## config.mk

```make
export PLATFORM = sky130hd
export DESIGN_NAME = uig_top
export DESIGN_NICKNAME = d
export VERILOG_FILES = /design/src/rtl/uig_pkg.sv /design/src/rtl/uig_axil.sv /design/src/rtl/uig_regs.sv /design/src/rtl/uig_line.sv /design/src/rtl/uig_top.sv
export SDC_FILE = /design/constraint.sdc
export NUM_CORES = 1
export LEC_CHECK = 0
export BUFFER_PORTS_ARGS = -buffer_cell sky130_fd_sc_hd__buf_2
export CAP_MARGIN = 20
export CORE_ASPECT_RATIO = 0.6
export CORE_UTILIZATION = 52
export CTS_BUF_LIST = sky130_fd_sc_hd__clkbuf_8
export DETAILED_ROUTE_END_ITERATION = 16
export PLACE_DENSITY = 0.79
export SYNTH_ARGS = -nofsm -noshare
export SYNTH_HDL_FRONTEND = slang
export SYNTH_SLANG_ARGS = --single-unit
export TNS_END_PERCENT = 100
```

## constraint.sdc

```tcl
create_clock -name clk -period 2.05 [get_ports clk]
set_input_delay 0.3075 -clock clk [delete_from_list [all_inputs] [get_ports clk]]
set_output_delay 0.3075 -clock clk [all_outputs]
set_load 0.03 [all_outputs]
```

## src/rtl/uig_pkg.sv

```systemverilog
package uig_pkg;

    localparam int DATA_W = 32;
    localparam int STRB_W = DATA_W / 8;

    typedef enum logic [1:0] {
        REG_SCRATCH = 2'd0,
        REG_SIZE    = 2'd1,
        REG_CTRL    = 2'd2,
        REG_STATUS  = 2'd3
    } reg_sel_e;

    typedef struct packed {
        logic     hit;
        reg_sel_e sel;
    } reg_dec_t;

    typedef struct packed {
        reg_dec_t            dec;
        logic [DATA_W-1:0]   data;
        logic [STRB_W-1:0]   strb;
    } wr_req_t;

    typedef enum logic [1:0] {
        LN_READY = 2'd0,
        LN_REQ   = 2'd1,
        LN_DRAIN = 2'd2
    } line_st_e;

    // word index -> register select; only the first four words are mapped
    function automatic reg_dec_t decode_word(logic [31:0] word);
        reg_dec_t d;
        d.hit = (word < 32'd4);
        d.sel = reg_sel_e'(word[1:0]);
        return d;
    endfunction

    function automatic logic [DATA_W-1:0] size_code(int exp_v, int unit_v);
        return {24'd0, 4'(exp_v), 4'(unit_v)};
    endfunction

    function automatic logic [DATA_W-1:0] merge_bytes(
        logic [DATA_W-1:0] old_v,
        logic [DATA_W-1:0] new_v,
        logic [STRB_W-1:0] strb
    );
        logic [DATA_W-1:0] res;
        res = old_v;
        for (int k = 0; k < STRB_W; k++) begin
            if (strb[k]) res[8*k +: 8] = new_v[8*k +: 8];
        end
        return res;
    endfunction

endpackage

```

## src/rtl/uig_axil.sv

```systemverilog
module uig_axil
    import uig_pkg::*;
#(
    parameter int ADDR_W = 12
) (
    input  logic              clk,
    input  logic              rst,
    input  logic              awvalid,
    output logic              awready,
    input  logic [ADDR_W-1:0] awaddr,
    input  logic              wvalid,
    output logic              wready,
    input  logic [DATA_W-1:0] wdata,
    input  logic [STRB_W-1:0] wstrb,
    output logic              bvalid,
    input  logic              bready,
    output logic [1:0]        bresp,
    input  logic              arvalid,
    output logic              arready,
    input  logic [ADDR_W-1:0] araddr,
    output logic              rvalid,
    input  logic              rready,
    output logic [DATA_W-1:0] rdata,
    output logic [1:0]        rresp,
    output logic              wr_en,
    output wr_req_t           wr_req,
    output reg_dec_t          rd_dec,
    input  logic [DATA_W-1:0] rd_word
);

    localparam logic [1:0] RESP_OKAY = 2'b00;

    logic              aw_held;
    logic              w_held;
    logic [ADDR_W-1:0] aw_addr_q;
    logic [DATA_W-1:0] w_data_q;
    logic [STRB_W-1:0] w_strb_q;
    logic              aw_hs;
    logic              w_hs;
    logic              ar_hs;
    logic [ADDR_W-1:0] wr_addr;
    logic [1:0]        unused_lsb;

    assign awready = !aw_held && !bvalid;
    assign wready  = !w_held && !bvalid;
    assign aw_hs   = awvalid && awready;
    assign w_hs    = wvalid && wready;
    assign wr_en   = (aw_held || aw_hs) && (w_held || w_hs);

    assign wr_addr     = aw_held ? aw_addr_q : awaddr;
    assign wr_req.dec  = decode_word(32'(wr_addr[ADDR_W-1:2]));
    assign wr_req.data = w_held ? w_data_q : wdata;
    assign wr_req.strb = w_held ? w_strb_q : wstrb;
    assign unused_lsb  = wr_addr[1:0] ^ araddr[1:0];

    assign bresp = RESP_OKAY;
    assign rresp = RESP_OKAY;

    always_ff @(posedge clk) begin
        if (rst) begin
            aw_held   <= 1'b0;
            w_held    <= 1'b0;
            bvalid    <= 1'b0;
            aw_addr_q <= '0;
            w_data_q  <= '0;
            w_strb_q  <= '0;
        end else if (wr_en) begin
            aw_held <= 1'b0;
            w_held  <= 1'b0;
            bvalid  <= 1'b1;
        end else begin
            if (aw_hs) begin
                aw_held   <= 1'b1;
                aw_addr_q <= awaddr;
            end
            if (w_hs) begin
                w_held   <= 1'b1;
                w_data_q <= wdata;
                w_strb_q <= wstrb;
            end
            if (bvalid && bready) bvalid <= 1'b0;
        end
    end

    assign arready = !rvalid;
    assign ar_hs   = arvalid && arready;
    assign rd_dec  = decode_word(32'(araddr[ADDR_W-1:2]));

    always_ff @(posedge clk) begin
        if (rst) begin
            rvalid <= 1'b0;
            rdata  <= '0;
        end else if (ar_hs) begin
            rvalid <= 1'b1;
            rdata  <= rd_word;
        end else if (rvalid && rready) begin
            rvalid <= 1'b0;
        end
    end

endmodule

```

## src/rtl/uig_regs.sv

```systemverilog
module uig_regs
    import uig_pkg::*;
#(
    parameter int N_LINES   = 16,
    parameter int SIZE_EXP  = 0,
    parameter int SIZE_UNIT = 1
) (
    input  logic               clk,
    input  logic               rst,
    input  logic               wr_en,
    input  wr_req_t            wr_req,
    input  reg_dec_t           rd_dec,
    input  logic [N_LINES-1:0] line_rdy,
    output logic [DATA_W-1:0]  rd_word,
    output logic [N_LINES-1:0] ctrl_q,
    output logic [N_LINES-1:0] ctrl_rise
);

    localparam logic [DATA_W-1:0] SIZE_WORD = size_code(SIZE_EXP, SIZE_UNIT);

    logic [DATA_W-1:0]  scratch_q;
    logic [DATA_W-1:0]  ctrl_merged;
    logic [N_LINES-1:0] ctrl_next;
    logic               wr_scratch;
    logic               wr_ctrl;
    logic [DATA_W-1:0]  unused_ctrl_hi;

    assign wr_scratch = wr_en && wr_req.dec.hit && (wr_req.dec.sel == REG_SCRATCH);
    assign wr_ctrl    = wr_en && wr_req.dec.hit && (wr_req.dec.sel == REG_CTRL);

    assign ctrl_merged    = merge_bytes(DATA_W'(ctrl_q), wr_req.data, wr_req.strb);
    assign ctrl_next      = ctrl_merged[N_LINES-1:0];
    assign unused_ctrl_hi = ctrl_merged;
    assign ctrl_rise      = wr_ctrl ? (ctrl_next & ~ctrl_q) : '0;

    always_ff @(posedge clk) begin
        if (rst) begin
            scratch_q <= '0;
            ctrl_q    <= '0;
        end else begin
            if (wr_scratch) scratch_q <= merge_bytes(scratch_q, wr_req.data, wr_req.strb);
            if (wr_ctrl)    ctrl_q    <= ctrl_next;
        end
    end

    always_comb begin
        rd_word = '0;
        if (rd_dec.hit) begin
            unique case (rd_dec.sel)
                REG_SCRATCH: rd_word = scratch_q;
                REG_SIZE:    rd_word = SIZE_WORD;
                REG_CTRL:    rd_word = DATA_W'(ctrl_q);
                REG_STATUS:  rd_word = DATA_W'(line_rdy);
                default:     rd_word = '0;
            endcase
        end
    end

endmodule

```

## src/rtl/uig_line.sv

```systemverilog
module uig_line
    import uig_pkg::*;
(
    input  logic clk,
    input  logic rst,
    input  logic rise,
    input  logic ctrl,
    input  logic ack,
    output logic irq,
    output logic rdy
);

    line_st_e st;

    always_ff @(posedge clk) begin
        if (rst) begin
            st <= LN_READY;
        end else begin
            unique case (st)
                LN_READY: if (rise) st <= LN_REQ;
                LN_REQ:   if (ack)  st <= ctrl ? LN_DRAIN : LN_READY;
                LN_DRAIN: if (!ctrl) st <= LN_READY;
                default:  st <= LN_READY;
            endcase
        end
    end

    assign irq = (st == LN_REQ);
    assign rdy = (st == LN_READY);

endmodule

```

## src/rtl/uig_top.sv

```systemverilog
module uig_top
    import uig_pkg::*;
#(
    parameter int ADDR_W    = 12,
    parameter int N_LINES   = 16,
    parameter int SIZE_EXP  = 0,
    parameter int SIZE_UNIT = 1
) (
    input  logic               clk,
    input  logic               rst,
    input  logic               s_awvalid,
    output logic               s_awready,
    input  logic [ADDR_W-1:0]  s_awaddr,
    input  logic               s_wvalid,
    output logic               s_wready,
    input  logic [31:0]        s_wdata,
    input  logic [3:0]         s_wstrb,
    output logic               s_bvalid,
    input  logic               s_bready,
    output logic [1:0]         s_bresp,
    input  logic               s_arvalid,
    output logic               s_arready,
    input  logic [ADDR_W-1:0]  s_araddr,
    output logic               s_rvalid,
    input  logic               s_rready,
    output logic [31:0]        s_rdata,
    output logic [1:0]         s_rresp,
    output logic [N_LINES-1:0] irq_req,
    input  logic [N_LINES-1:0] irq_ack
);

    logic               wr_en;
    wr_req_t            wr_req;
    reg_dec_t           rd_dec;
    logic [DATA_W-1:0]  rd_word;
    logic [N_LINES-1:0] ctrl_q;
    logic [N_LINES-1:0] ctrl_rise;
    logic [N_LINES-1:0] line_rdy;

    uig_axil #(.ADDR_W(ADDR_W)) u_axil (
        .clk     (clk),
        .rst     (rst),
        .awvalid (s_awvalid),
        .awready (s_awready),
        .awaddr  (s_awaddr),
        .wvalid  (s_wvalid),
        .wready  (s_wready),
        .wdata   (s_wdata),
        .wstrb   (s_wstrb),
        .bvalid  (s_bvalid),
        .bready  (s_bready),
        .bresp   (s_bresp),
        .arvalid (s_arvalid),
        .arready (s_arready),
        .araddr  (s_araddr),
        .rvalid  (s_rvalid),
        .rready  (s_rready),
        .rdata   (s_rdata),
        .rresp   (s_rresp),
        .wr_en   (wr_en),
        .wr_req  (wr_req),
        .rd_dec  (rd_dec),
        .rd_word (rd_word)
    );

    uig_regs #(
        .N_LINES   (N_LINES),
        .SIZE_EXP  (SIZE_EXP),
        .SIZE_UNIT (SIZE_UNIT)
    ) u_regs (
        .clk       (clk),
        .rst       (rst),
        .wr_en     (wr_en),
        .wr_req    (wr_req),
        .rd_dec    (rd_dec),
        .line_rdy  (line_rdy),
        .rd_word   (rd_word),
        .ctrl_q    (ctrl_q),
        .ctrl_rise (ctrl_rise)
    );

    for (genvar i = 0; i < N_LINES; i++) begin : g_line
        uig_line u_line (
            .clk  (clk),
            .rst  (rst),
            .rise (ctrl_rise[i]),
            .ctrl (ctrl_q[i]),
            .ack  (irq_ack[i]),
            .irq  (irq_req[i]),
            .rdy  (line_rdy[i])
        );
    end

endmodule

```

After elaboration in Yosys (flattened, before gate mapping)
Index checks and enable logic that the tools add are counted.
{ "classes": {"eq_ne": 84, "muxes": 92, "bitwise": 3, "reduce_logical": 60, "order_cmp": 2} }
{ "ops": {"columns": ["cell", "count"], "rows": [
  ["$mux 2", 64],
  ["$pmux 32 s4", 1],
  ["$ne 2x2->1 const B", 48],
  ["$pmux 2 s3", 16],
  ["$mux 32", 2],
  ["$reduce_and 3->1", 16],
  ["$eq 2x2->1 const B", 19],
  ["$logic_not 2->1", 18],
  ["$eq 2x1->1 const B", 17],
  ["$lt 10x3->1 const B", 2],
  ["$and 16x16->16", 1],
  ["$mux 16", 1],
  ["$mux 8", 2],
  ["$not 16->16", 1],
  ["$mux 12", 1],
  ["$reduce_and 2->1", 6],
  ["$logic_and 1x1->1", 11],
  ["$logic_not 1->1", 4],
  ["$mux 1", 4],
  ["$mux 4", 1],
  ["$reduce_bool 2->1", 2],
  ["$logic_or 1x1->1", 2],
  ["$reduce_or 2->1", 1],
  ["$not 1->1", 1]
]} }
{ "word_totals": {"in_bits": 83, "out_inout_bits": 57, "elab_cells": 270, "ff_bits": 164} }

Logic depth before layout (Yosys ltp)
Gate-level depths: netlist (run 1).
{ "logic_depth": {"ltp_word": 10, "mapped_depth": 7, "mapped_depth_nobuf": 4} }

Cells and area by module
A second synthesis (run 1) with hierarchy kept.
{ "hier_totals": {"hier_cells": 906, "hier_area_um2": 8468.1} }
{ "by_module_without_submodules": {"columns": ["module", "seq_area_each_um2", "cells_per_inst", "area_per_inst_um2", "instances"], "rows": [
  ["uig_axil", 1641.6, 424, 3926.3, 1],
  ["uig_regs", 960.9, 306, 2820.2, 1],
  ["uig_line", 40.0, 11, 107.6, 16]
]} }

Worst setup path before layout (run 1)
No wires, ideal clock.
{ "synth_path": {"path_type": "register to register", "startpoint": "reg u_axil.aw_held", "endpoint": "reg u_regs.scratch_q[1]", "path_buffers": 1, "path_stages_with_launch": 6, "arrival_ns": 1.854, "slack_ns": 0.134, "required_ns": 1.989, "path_cell_list": "dfxtp_1 -> buf_6 -> nor4_4 -> nand4_4 -> a2111oi_4 -> o221a_1"} }
{ "synth_between": {"elab_chain_cells": 8, "elab_cells_between_ends": 11, "classes_between": "1 x order compare; 1 x mux; 9 x reduce/logical"} }
{ "synth_lines": {"columns": ["element", "line_no", "source"], "rows": [
  ["start, declared", "uig_axil.sv:33", "logic aw_held;"],
  ["start signal, assigned", "uig_axil.sv:61", "aw_held <= 1'b0;"],
  ["start signal, assigned", "uig_axil.sv:68", "aw_held <= 1'b0;"],
  ["start signal, assigned", "uig_axil.sv:73", "aw_held <= 1'b1;"],
  ["parallel branches: the longest is 6 deep, another holds $lt 10x3->1", null, null],
  ["$logic_and 1x1->1 *", "uig_regs.sv:28", "assign wr_scratch = wr_en && wr_req.dec.hit && (wr_req.dec.sel == REG_SCRATCH);"],
  ["$reduce_and 2->1 (no line) *", null, null],
  ["end signal, assigned", "uig_regs.sv:41", "if (wr_scratch) scratch_q <= merge_bytes(scratch_q, wr_req.data, wr_req.strb);"],
  ["end, declared", "uig_regs.sv:21", "logic [DATA_W-1:0] scratch_q;"]
]} }
Mark *: on every way between the ends.
A chain may end at the register's enable or synchronous reset.

Final worst setup path (run 1)
{ "layout_path": {"startpoint": "reg u_axil.aw_held", "endpoint": "reg u_regs.scratch_q[6]"} }
Same word-level chain as after synthesis.

==> run summary, run 1 <==
final core utilization: 0.645
CTS max path bufs: 2
antenna cell count: 0
HPWL after DPL: 12700 µm
largest net degree at the start of global routing: 45
I/O pin count: 140
first-pass GRT wire length: 29500 µm
Die Y: 93.0 µm
Net Switching: 1.76 mW
antenna violations before repair: 1
drt drc: 0
Cell Area, Synth: 7180 µm²
Vias: 6250
Switching Fraction: 0.269
Starting Density: 0.547
skew final: 0.0133 ns
total gr overflow: 0
drt pass-1 iters: 5
HP Class: input port to flop
die area: 14300 µm²
Clock Power Share: 0.381
CTS tree: yes
placed instance area: 8050 µm²
fmax: 517 MHz
GP Congestion: 0.847
CP endpoint kind: flop
later-pin clock latency in the skew report: 0.45 ns
worst slew pin tran: 0.505 ns
synth unique cells: 46
Synth Area per Inst: 8.77 µm²
Lkg Pwr: 3.50 nW
Synth Warn #: 0
Async SR Flop Fraction: 0
GRT Total Usage: 0.264
fin area: 8480 µm²
Vias/cell: 5.59
register area share after synthesis: 0.452
post-route ant nets: 0
H-tree levels: 4
setup slack after layout: 0.115 ns
Data arrival, critical path: 2.31 ns
unrepaired setup endpoints after global routing: false
clock-pin slew on the worst setup and hold paths: 0.09 ns
Worst Path Required: 2.42 ns
number of I/O port buffers: 131
Layout area overhead: 18.1%
Core Region: 13100 µm²
critical path type: flop to flop
Max rail drop VDD: 0.437 mV
Internal Power: 4.78 mW
part of the cycle the worst path needs: 0.944
DR WL/cell: 16.2 µm
Post-synth EDFFs: 0
hold_buf cts: 0
Fillers: 1140
Post-Layout Cell Count: 1119
flops & latches, synth: 162
pins over their slew limit: 0
fraction of layout cells with a size suffix above 1: 0.250
Pwr per Cell Area: 771 nW/µm²
worst-path fanout max: 8
Nets: 1019
Max-Cap Viols: 0
Die Width: 154 µm
Most used DFF post-synth: dfxtp_1
Post-CTS Setup Inserts: 0
Post-Place Cells: 1087
DRT iter0 DRCs: 413
TritonCTS Buffers: 17
clock sink count: 162
row count: 32
final hold slack: 0.106 ns
Worst slew margin: 0.654
Final Setup Violations: 0
CTS root buf: clkbuf_8
fin crit period: 1.93 ns
Routed WL: 18100 µm
DP Worst Slack: 0.0621 ns
Fin. Hold Viols: 0
Seq pwr share: 0.498
status: completed
Cells after Synth: 819
vias in the first global route: 5783
post-CTS resize count: 0
crit start category: flop
Comb pwr share: 0.121
[Yosys cell counts, types with 6 or more instances]
master,instances,area (µm²)
a21oi_1,61,305
a221oi_1,16,140
a22oi_1,30,225
a32o_1,9,90.1
buf_2,6,30.0
buf_4,20,150
clkbuf_1,40,150
dfxtp_1,162,3240
inv_1,28,105
mux2_2,8,90.1
mux2i_1,68,681
nand2_1,124,465
nor2_1,96,360
nor2b_1,34,213
o22ai_1,8,50.1
o31ai_1,16,120
o32ai_1,9,78.8
or2_2,15,93.8
or4_1,18,135
[flip-flops by register name (all words and copies together), names as in the netlist]
| signal | cells |
|---|---|
| u_regs.scratch_q | 32 |
| u_axil.bvalid | 1 |
| u_axil.rdata | 32 |
| u_regs.ctrl_q | 16 |
| u_axil.aw_addr_q | 10 |
| u_axil.w_strb_q | 4 |
| g_line.u_line.st | 32 |
| u_axil.aw_held | 1 |
| u_axil.rvalid | 1 |
| u_axil.w_data_q | 32 |
| u_axil.w_held | 1 |
[area by class of cell]
cell class                 instances  area, µm²  share of cell area
clock buffer                      18        248              0.0292
clock inverter                    14        178              0.0210
inverter                          28        105              0.0124
sequential                       162       3240               0.383
tap                              170        213              0.0251
timing repair buffer             168       1000               0.118
multi-input combinational        559       3490               0.411
[power by group through the flow]
stage,Combinational (mW),Sequential (mW),Clock (mW)
floorplan,0.508,3.32,0
global placement,0.773,3.33,0
detailed placement,0.782,3.33,0
CTS,0.785,3.26,2.52
global route,0.862,3.27,2.68
finish,0.790,3.26,2.49
[worst paths after layout]
| path | slack [ns] | cells past startpoint | endpoint | from |
|---|---|---|---|---|
| worst max register to register | 0.12 | 6 | u_regs.scratch_q[6] | u_axil.aw_held |
| worst min register to register | 0.46 | 2 | u_regs.scratch_q[4] | u_regs.scratch_q[4] |
| worst max-delay path | 0.12 | 6 | u_regs.scratch_q[6] | u_axil.aw_held |
| worst min-delay path | 0.11 | 3 | u_axil.w_data_q[23] | s_wdata[23] |
[worst max-delay path: stages, from the launching register on]
cell and delay (ns):
dfxtp_1 0.35, nor4_4 0.36, nand4_4 0.15, buf_4 0.18, a2111oi_4 0.33, buf_4 0.26, mux2i_1 0.22
[cell families (layout without fill, tap and decap cells)]
| kind of cell | Yosys count | after routing | share of synthesized area |
|---|---|---|---|
| AND/OR/NAND/NOR | 313 | 313 | 0.208 |
| AO/OA/AOI/OAI | 166 | 166 | 0.167 |
| flip-flops | 162 | 162 | 0.452 |
| buffers and inverters | 101 | 228 | 0.0655 |
| other | 1 | 4 | 0.000522 |
| multiplexers | 76 | 76 | 0.107 |
[layer usage]
| layer | vias up | track usage | share of wire |
|---|---|---|---|
| li1 | 3089 | - | - |
| met1 | 2925 | 0.383 | 0.50 |
| met2 | 210 | 0.394 | 0.42 |
| met3 | 24 | 0.0542 | 0.062 |
| met4 | 2 | 0.0808 | 0.010 |
| met5 | - | 0 | 0.00061 |
[placed cells by master, fill, tap and decap left out, drive strengths merged, types with 15 or more instances in the layout]
cell	instances
nor2	96
clkbuf	18
o31ai	16
mux2i	68
or4	18
nand2	124
nor2b	34
a221oi	16
a22oi	30
or2	15
buf	168
inv	31
a21oi	61
dfxtp	162
[metrics by stage]
step	setup TNS [ns]	power (mW)
after detailed placement	0	4.11
after CTS	0	6.56
after floorplan	0	3.83
final	0	6.54
after global routing	0	6.81
after global placement	-3.33	4.10
Power figures use the tool's default switching activity.
==> run 2, diff against run 1 <==
PLACE_DENSITY = default   (was 0.79)
PLACE_DENSITY_LB_ADDON = 0.1   (was default)
REMOVE_ABC_BUFFERS = 1   (was default)
==> run 2 against run 1 <==
Die area unchanged. First-iteration DRC count fell by 10%. Global-route usage grew 0.83 points.
==> run summary, run 2 (synthesized netlist as in run 1, its figures left out) <==
Fillers: 1108 (-2.8%)
status: completed
register area: 3250 µm² (about the same)
Layout area overhead: 19.0%
Post-Place Cells: 1087 (unchanged)
TritonCTS Buffers: 17 (unchanged)
CTS root buf: clkbuf_8
Core Region: 13100 µm² (unchanged)
total gr overflow: 0 (unchanged)
Multi-input gate area: 3510 µm² (+0.57%)
I/O pin count: 140 (unchanged)
Fin. Hold Viols: 0 (unchanged)
Final Setup Violations: 0 (unchanged)
first-pass GRT wire length: 30600 µm (+3.8%)
antenna violations before repair: 1 (unchanged)
HPWL after DPL: 12800 µm (+1.0%)
GR peak layer: met2
antenna cell count: 0 (unchanged)
fraction of layout cells with a size suffix above 1: 0.252 (+0.00184)
clock-pin slew on the worst setup and hold paths: 0.09 ns (about the same)
later-pin clock latency in the skew report: 0.44 ns (about the same)
Worst Path Required: 2.41 ns (about the same)
Vias/cell: 5.68 (+1.7%)
CTS tree: yes
Die Width: 154 µm (unchanged)
unrepaired setup endpoints after global routing: false
pins over their slew limit: 0 (unchanged)
number of I/O port buffers: 131 (unchanged)
drt drc: 0 (unchanged)
Seq pwr share: 0.480 (-0.018)
DRT iter0 DRCs: 371 (-10%)
vias in the first global route: 6163 (+6.6%)
Data arrival, critical path: 2.31 ns (about the same)
worst-path fanout max: 8 (unchanged)
Starting Density: 0.547 (unchanged)
Die Y: 93.0 µm (unchanged)
Post-Layout Cell Count: 1120 (+0.089%)
Final TNS setup: 0 ns (unchanged)
overall power: 6.79 mW (+3.8%)
Nets: 1020 (+0.098%)
GRT Total Usage: 0.273 (+0.00834)
CP Launch Point: u_axil.aw_held
Pwr per Cell Area: 795 nW/µm² (+3.0%)
Max-Cap Viols: 0 (unchanged)
met1 GRT Util: 0.371 (-0.0120)
largest net degree at the start of global routing: 47 (+4.4%)
final hold slack: 0.103 ns (-0.00233 ns)
Vias: 6365 (+1.8%)
Comb pwr share: 0.120 (about the same)
post-route ant nets: 0 (unchanged)
GRT met3 Usage: 0.0565 (+0.00232)
drt pass-1 iters: 5 (unchanged)
GP Congestion: 0.817 (-3.5%)
fin crit period: 1.94 ns (+0.00962 ns)
met2 GRT Util: 0.435 (+0.0409)
HP Class: input port to flop
hold_buf cts: 0 (unchanged)
clock sink count: 162 (unchanged)
row count: 32 (unchanged)
DR WL/cell: 17.0 µm (+5.3%)
skew final: 0.0140 ns (+0.000731 ns)
fmax: 514 MHz (-0.49%)
most frequent cells in the layout: dfxtp_1, buf_2, nand2_1
Net Switching: 1.74 mW (-1.2%)
hold_sp: s_wdata[27]
critical path type: flop to flop
Routed WL: 19100 µm (+5.4%)
commonest non-fill, non-tap cell in the layout: dfxtp_1
part of the cycle the worst path needs: 0.949 (+0.00470)
Switching Fraction: 0.256 (-0.0131)
Internal Power: 5.05 mW (+5.7%)
crit start category: flop
Clock Power Share: 0.400 (+0.019)
Lkg Pwr: 3.53 nW (+0.99%)
Worst R2R Start: u_axil.aw_held
die area: 14300 µm² (unchanged)
H-tree levels: 4 (unchanged)
CTS max path bufs: 2 (unchanged)
Max rail drop VDD: 0.399 mV (-8.8%)
CP endpoint kind: flop
run 2: worst max-delay path, stage by stage, from the launching register on:
cell and delay [ns]:
dfxtp_2 0.39, buf_4 0.17, mux2_2 0.38, buf_4 0.17, a2111oi_4 0.35, buf_12 0.19, mux2i_1 0.21
run 2: timing repair:
action / in CTS / in global routing
gates resized for setup: 1 / 3
buffers inserted: 0 / 1
setup endpoints to repair: 16 / 24
pin swaps: 0 / 1
run 2: path summary, 6_finish.rpt:
| check | slack (ns) | cells past startpoint | end |
|---|---|---|---|
| setup reg to reg | 0.11 | 6 | u_regs.scratch_q[8] |
| hold reg to reg | 0.46 | 2 | u_axil.w_strb_q[1] |
| setup / recovery | 0.11 | 6 | u_regs.scratch_q[8] |
| hold / removal | 0.10 | 3 | u_axil.w_data_q[27] |
run 2: layer usage:
layer | share of wire | routed length, µm | vias up
met3 | 0.067 | 1270 | 31
met5 | 0.00068 | 13 | -
li1 | - | - | 3074
met2 | 0.44 | 8400 | 247
met1 | 0.48 | 9130 | 3011
met4 | 0.013 | 240 | 2
run 2: area by class of cell:
| class | count | share of cell area |
|---|---|---|
| multi-input combinational | 559 | 0.410 |
| tap | 170 | 0.0249 |
| sequential | 162 | 0.380 |
| timing repair buffer | 169 | 0.118 |
| clock buffer | 19 | 0.0306 |
| clock inverter | 13 | 0.0243 |
| inverter | 28 | 0.0123 |
run 2: power groups by stage:
stage                     Combinational, mW  Clock (mW)  Sequential [mW]
after floorplan                       0.395           0             3.35
after global placement                0.769           0             3.32
after detailed placement              0.792           0             3.33
after CTS                             0.800        2.75             3.26
after global routing                  0.882        2.89             3.27
final                                 0.812        2.72             3.26
run 2: per-stage QoR:
stage / instance area (µm²) / util / setup slack [ns]
2_1_floorplan: 6830 / - / -0.726
3_3_place_gp: 8040 / 0.612 / -0.220
3_5_place_dp: 8040 / 0.612 / -0.247
4_1_cts: 8510 / 0.648 / 0.0558
5_1_grt: 8550 / 0.651 / 0.0193
6_report: 8550 / 0.651 / 0.105
==> run 3, diff against run 2 <==
REMOVE_ABC_BUFFERS = default   (was 1)
==> run 3 against run 2 <==
Register-to-register slack barely moved. Wire length fell by 0.22%. Power fell by 3.6%. Count of clock-buffer cells in the layout rose by 1. Flip-flop and latch count did not move. Utilization fell by 0.70 points. Worst hold slack got worse by 0.00052 ns. Worst setup slack got worse by 0.0065 ns. Sequential power barely moved. Critical path type unchanged. Critical endpoint is now g_line[1].u_line.st[0]. Largest power group unchanged.
==> run summary, run 3 (synthesized netlist as in run 1, its figures left out) <==
pins over their slew limit: 0 (unchanged)
antenna cell count: 0 (unchanged)
DP Worst Slack: -0.295 ns (-0.0475 ns)
HPWL after DPL: 12900 µm (+0.97%)
H-tree levels: 4 (unchanged)
clock sink count: 162 (unchanged)
GRT Total Usage: 0.269 (-0.00412)
fraction of layout cells with a size suffix above 1: 0.245 (-0.00636)
worst-path fanout max: 32 (+24)
part of the cycle the worst path needs: 0.952 (+0.00318)
Final TNS setup: 0 ns (unchanged)
status: completed
Layout area overhead: 17.8%
post-route ant nets: 0 (unchanged)
CTS root buf: clkbuf_8
Nets: 1012 (-0.78%)
commonest non-fill, non-tap cell in the layout: dfxtp_1
Starting Density: 0.547 (unchanged)
Max-Cap Viols: 0 (unchanged)
FF-to-FF path depth: 6 (unchanged)
fin crit period: 1.95 ns (+0.00652 ns)
Die Y: 93.0 µm (unchanged)
CTS tree: yes
Final Setup Violations: 0 (unchanged)
crit start category: flop
clock-pin slew on the worst setup and hold paths: 0.09 ns (about the same)
Worst slew margin: 0.648
crit-path cells: buf_12, buf_4, and3_1, a211oi_1, or4_1, o31ai_1
RR Endpoint: g_line[1].u_line.st[0]
top routing layer in use: met5
Fillers: 1098 (-0.90%)
Core Region: 13100 µm² (unchanged)
WL met3: 1270 µm (+0.39%)
DRT iter0 DRCs: 430 (+16%)
final hold slack: 0.103 ns (-0.000518 ns)
Pwr per Cell Area: 774 nW/µm² (-2.6%)
Internal Power: 4.83 mW (-4.4%)
critical path's top delay family: simple AND/OR/NAND/NOR gates
setup slack after layout: 0.0989 ns (-0.00652 ns)
fin area: 8450 µm² (-1.1%)
R2R Setup Slk: 0.1 ns (about the same)
slowest CP cell: or4_1
Data arrival, critical path: 2.29 ns (-0.02 ns)
placed instance area: 7990 µm² (-0.61%)
CTS max path bufs: 2 (unchanged)
later-pin clock latency in the skew report: 0.45 ns (about the same)
skew final: 0.0133 ns (-0.000741 ns)
first-pass GRT wire length: 30000 µm (-1.8%)
Crit. path cell count: 6 (unchanged)
row count: 32 (unchanged)
GP Congestion: 0.805 (-1.5%)
DR WL/cell: 17.1 µm (+0.50%)
Net Switching: 1.72 mW (-1.2%)
Vias: 6337 (-0.44%)
vias in the first global route: 6012 (-2.5%)
TritonCTS Buffers: 17 (unchanged)
largest net degree at the start of global routing: 94 (+100%)
Worst Path Required: 2.39 ns (-0.02 ns)
Seq pwr share: 0.498 (+0.018)
worst setup path end: g_line[1].u_line.st[0]
max incr delay on CP: 0.41 ns (+0.02 ns)
total gr overflow: 0 (unchanged)
Worst R2R Start: u_axil.w_held
worst slew pin tran: 0.527 ns
Die Width: 154 µm (unchanged)
drt drc: 0 (unchanged)
Lkg Pwr: 3.47 nW (-1.7%)
overall power: 6.54 mW (-3.6%)
routed metal-1 wire length: 8880 µm (-2.8%)
die area: 14300 µm² (unchanged)
drt pass-1 iters: 5 (unchanged)
CP Launch Point: u_axil.w_held
unrepaired setup endpoints after global routing: false
CP endpoint kind: flop
Clock Power Share: 0.381 (-0.019)
Comb pwr share: 0.121 (about the same)
crit path buf inv count: 2 (-1)
HP Class: input port to flop
Routed WL: 19000 µm (-0.22%)
Max rail drop VDD: 0.399 mV (about the same)
Switching Fraction: 0.262 (+0.00649)
Fin. Hold Viols: 0 (unchanged)
critical path type: flop to flop
WL met2: 8510 µm (+1.3%)
number of I/O port buffers: 131 (unchanged)
fmax: 513 MHz (-0.33%)
most frequent cells in the layout: dfxtp_1, buf_2, nand2_1
Vias/cell: 5.70 (+0.28%)
I/O pin count: 140 (unchanged)
antenna violations before repair: 1 (unchanged)
[run 3: worst register-to-register path, cell delays in order (launching register included)]
cell,delay [ns]
dfxtp_2,0.36
buf_12,0.20
buf_4,0.35
and3_1,0.22
a211oi_1,0.06
or4_1,0.41
o31ai_1,0.25
[run 3: cell type report]
cell class                 count  area [µm²]  area share
clock buffer                  20         275      0.0326
clock inverter                12         155      0.0184
inverter                      28         105      0.0124
multi-input combinational    559        3500       0.414
sequential                   162        3240       0.384
tap                          170         213      0.0252
timing repair buffer         161         958       0.113
[run 3: how the worst min path moves through the flow]
stage	end	from	depth (start not counted)
floorplan	u_regs.scratch_q[10]	u_regs.scratch_q[10]	2
global placement	u_regs.scratch_q[14]	u_regs.scratch_q[14]	2
detailed placement	u_axil.w_data_q[10]	u_axil.w_data_q[10]	2
CTS	u_axil.w_data_q[19]	s_wdata[19]	3
global route	u_axil.w_data_q[10]	s_wdata[10]	3
finish	u_axil.w_data_q[11]	s_wdata[11]	3
[run 3: timing repair]
action / 4_1_cts / 5_1_grt
hold buffers: 0 / 0
pin swaps: 0 / 1
setup endpoints to repair: 16 / 13
buffers inserted: 0 / 1
resized for setup: 1 / 2
gates cloned: 0 / 0
[run 3: metal layers]
layer / global-route usage / vias up
li1: - / 3067
met1: 0.361 / 3009
met2: 0.425 / 225
met3: 0.0714 / 34
met4: 0.0775 / 2
met5: 0 / -
[run 3: through the flow]
step | util | std cells
after floorplan | - | 822
final | 0.644 | 1112
after detailed placement | 0.608 | 1079
after global routing | 0.644 | 1112
after CTS | 0.642 | 1111
after global placement | 0.608 | 1079
[run 3: power by group through the flow]
| stage | logic (mW) | clock network [mW] | registers, mW |
|---|---|---|---|
| finish | 0.795 | 2.49 | 3.26 |
| global route | 0.857 | 2.71 | 3.27 |
| CTS | 0.784 | 2.55 | 3.26 |
| detailed placement | 0.775 | 0 | 3.33 |
| global placement | 0.756 | 0 | 3.33 |
| floorplan | 0.508 | 0 | 3.32 |
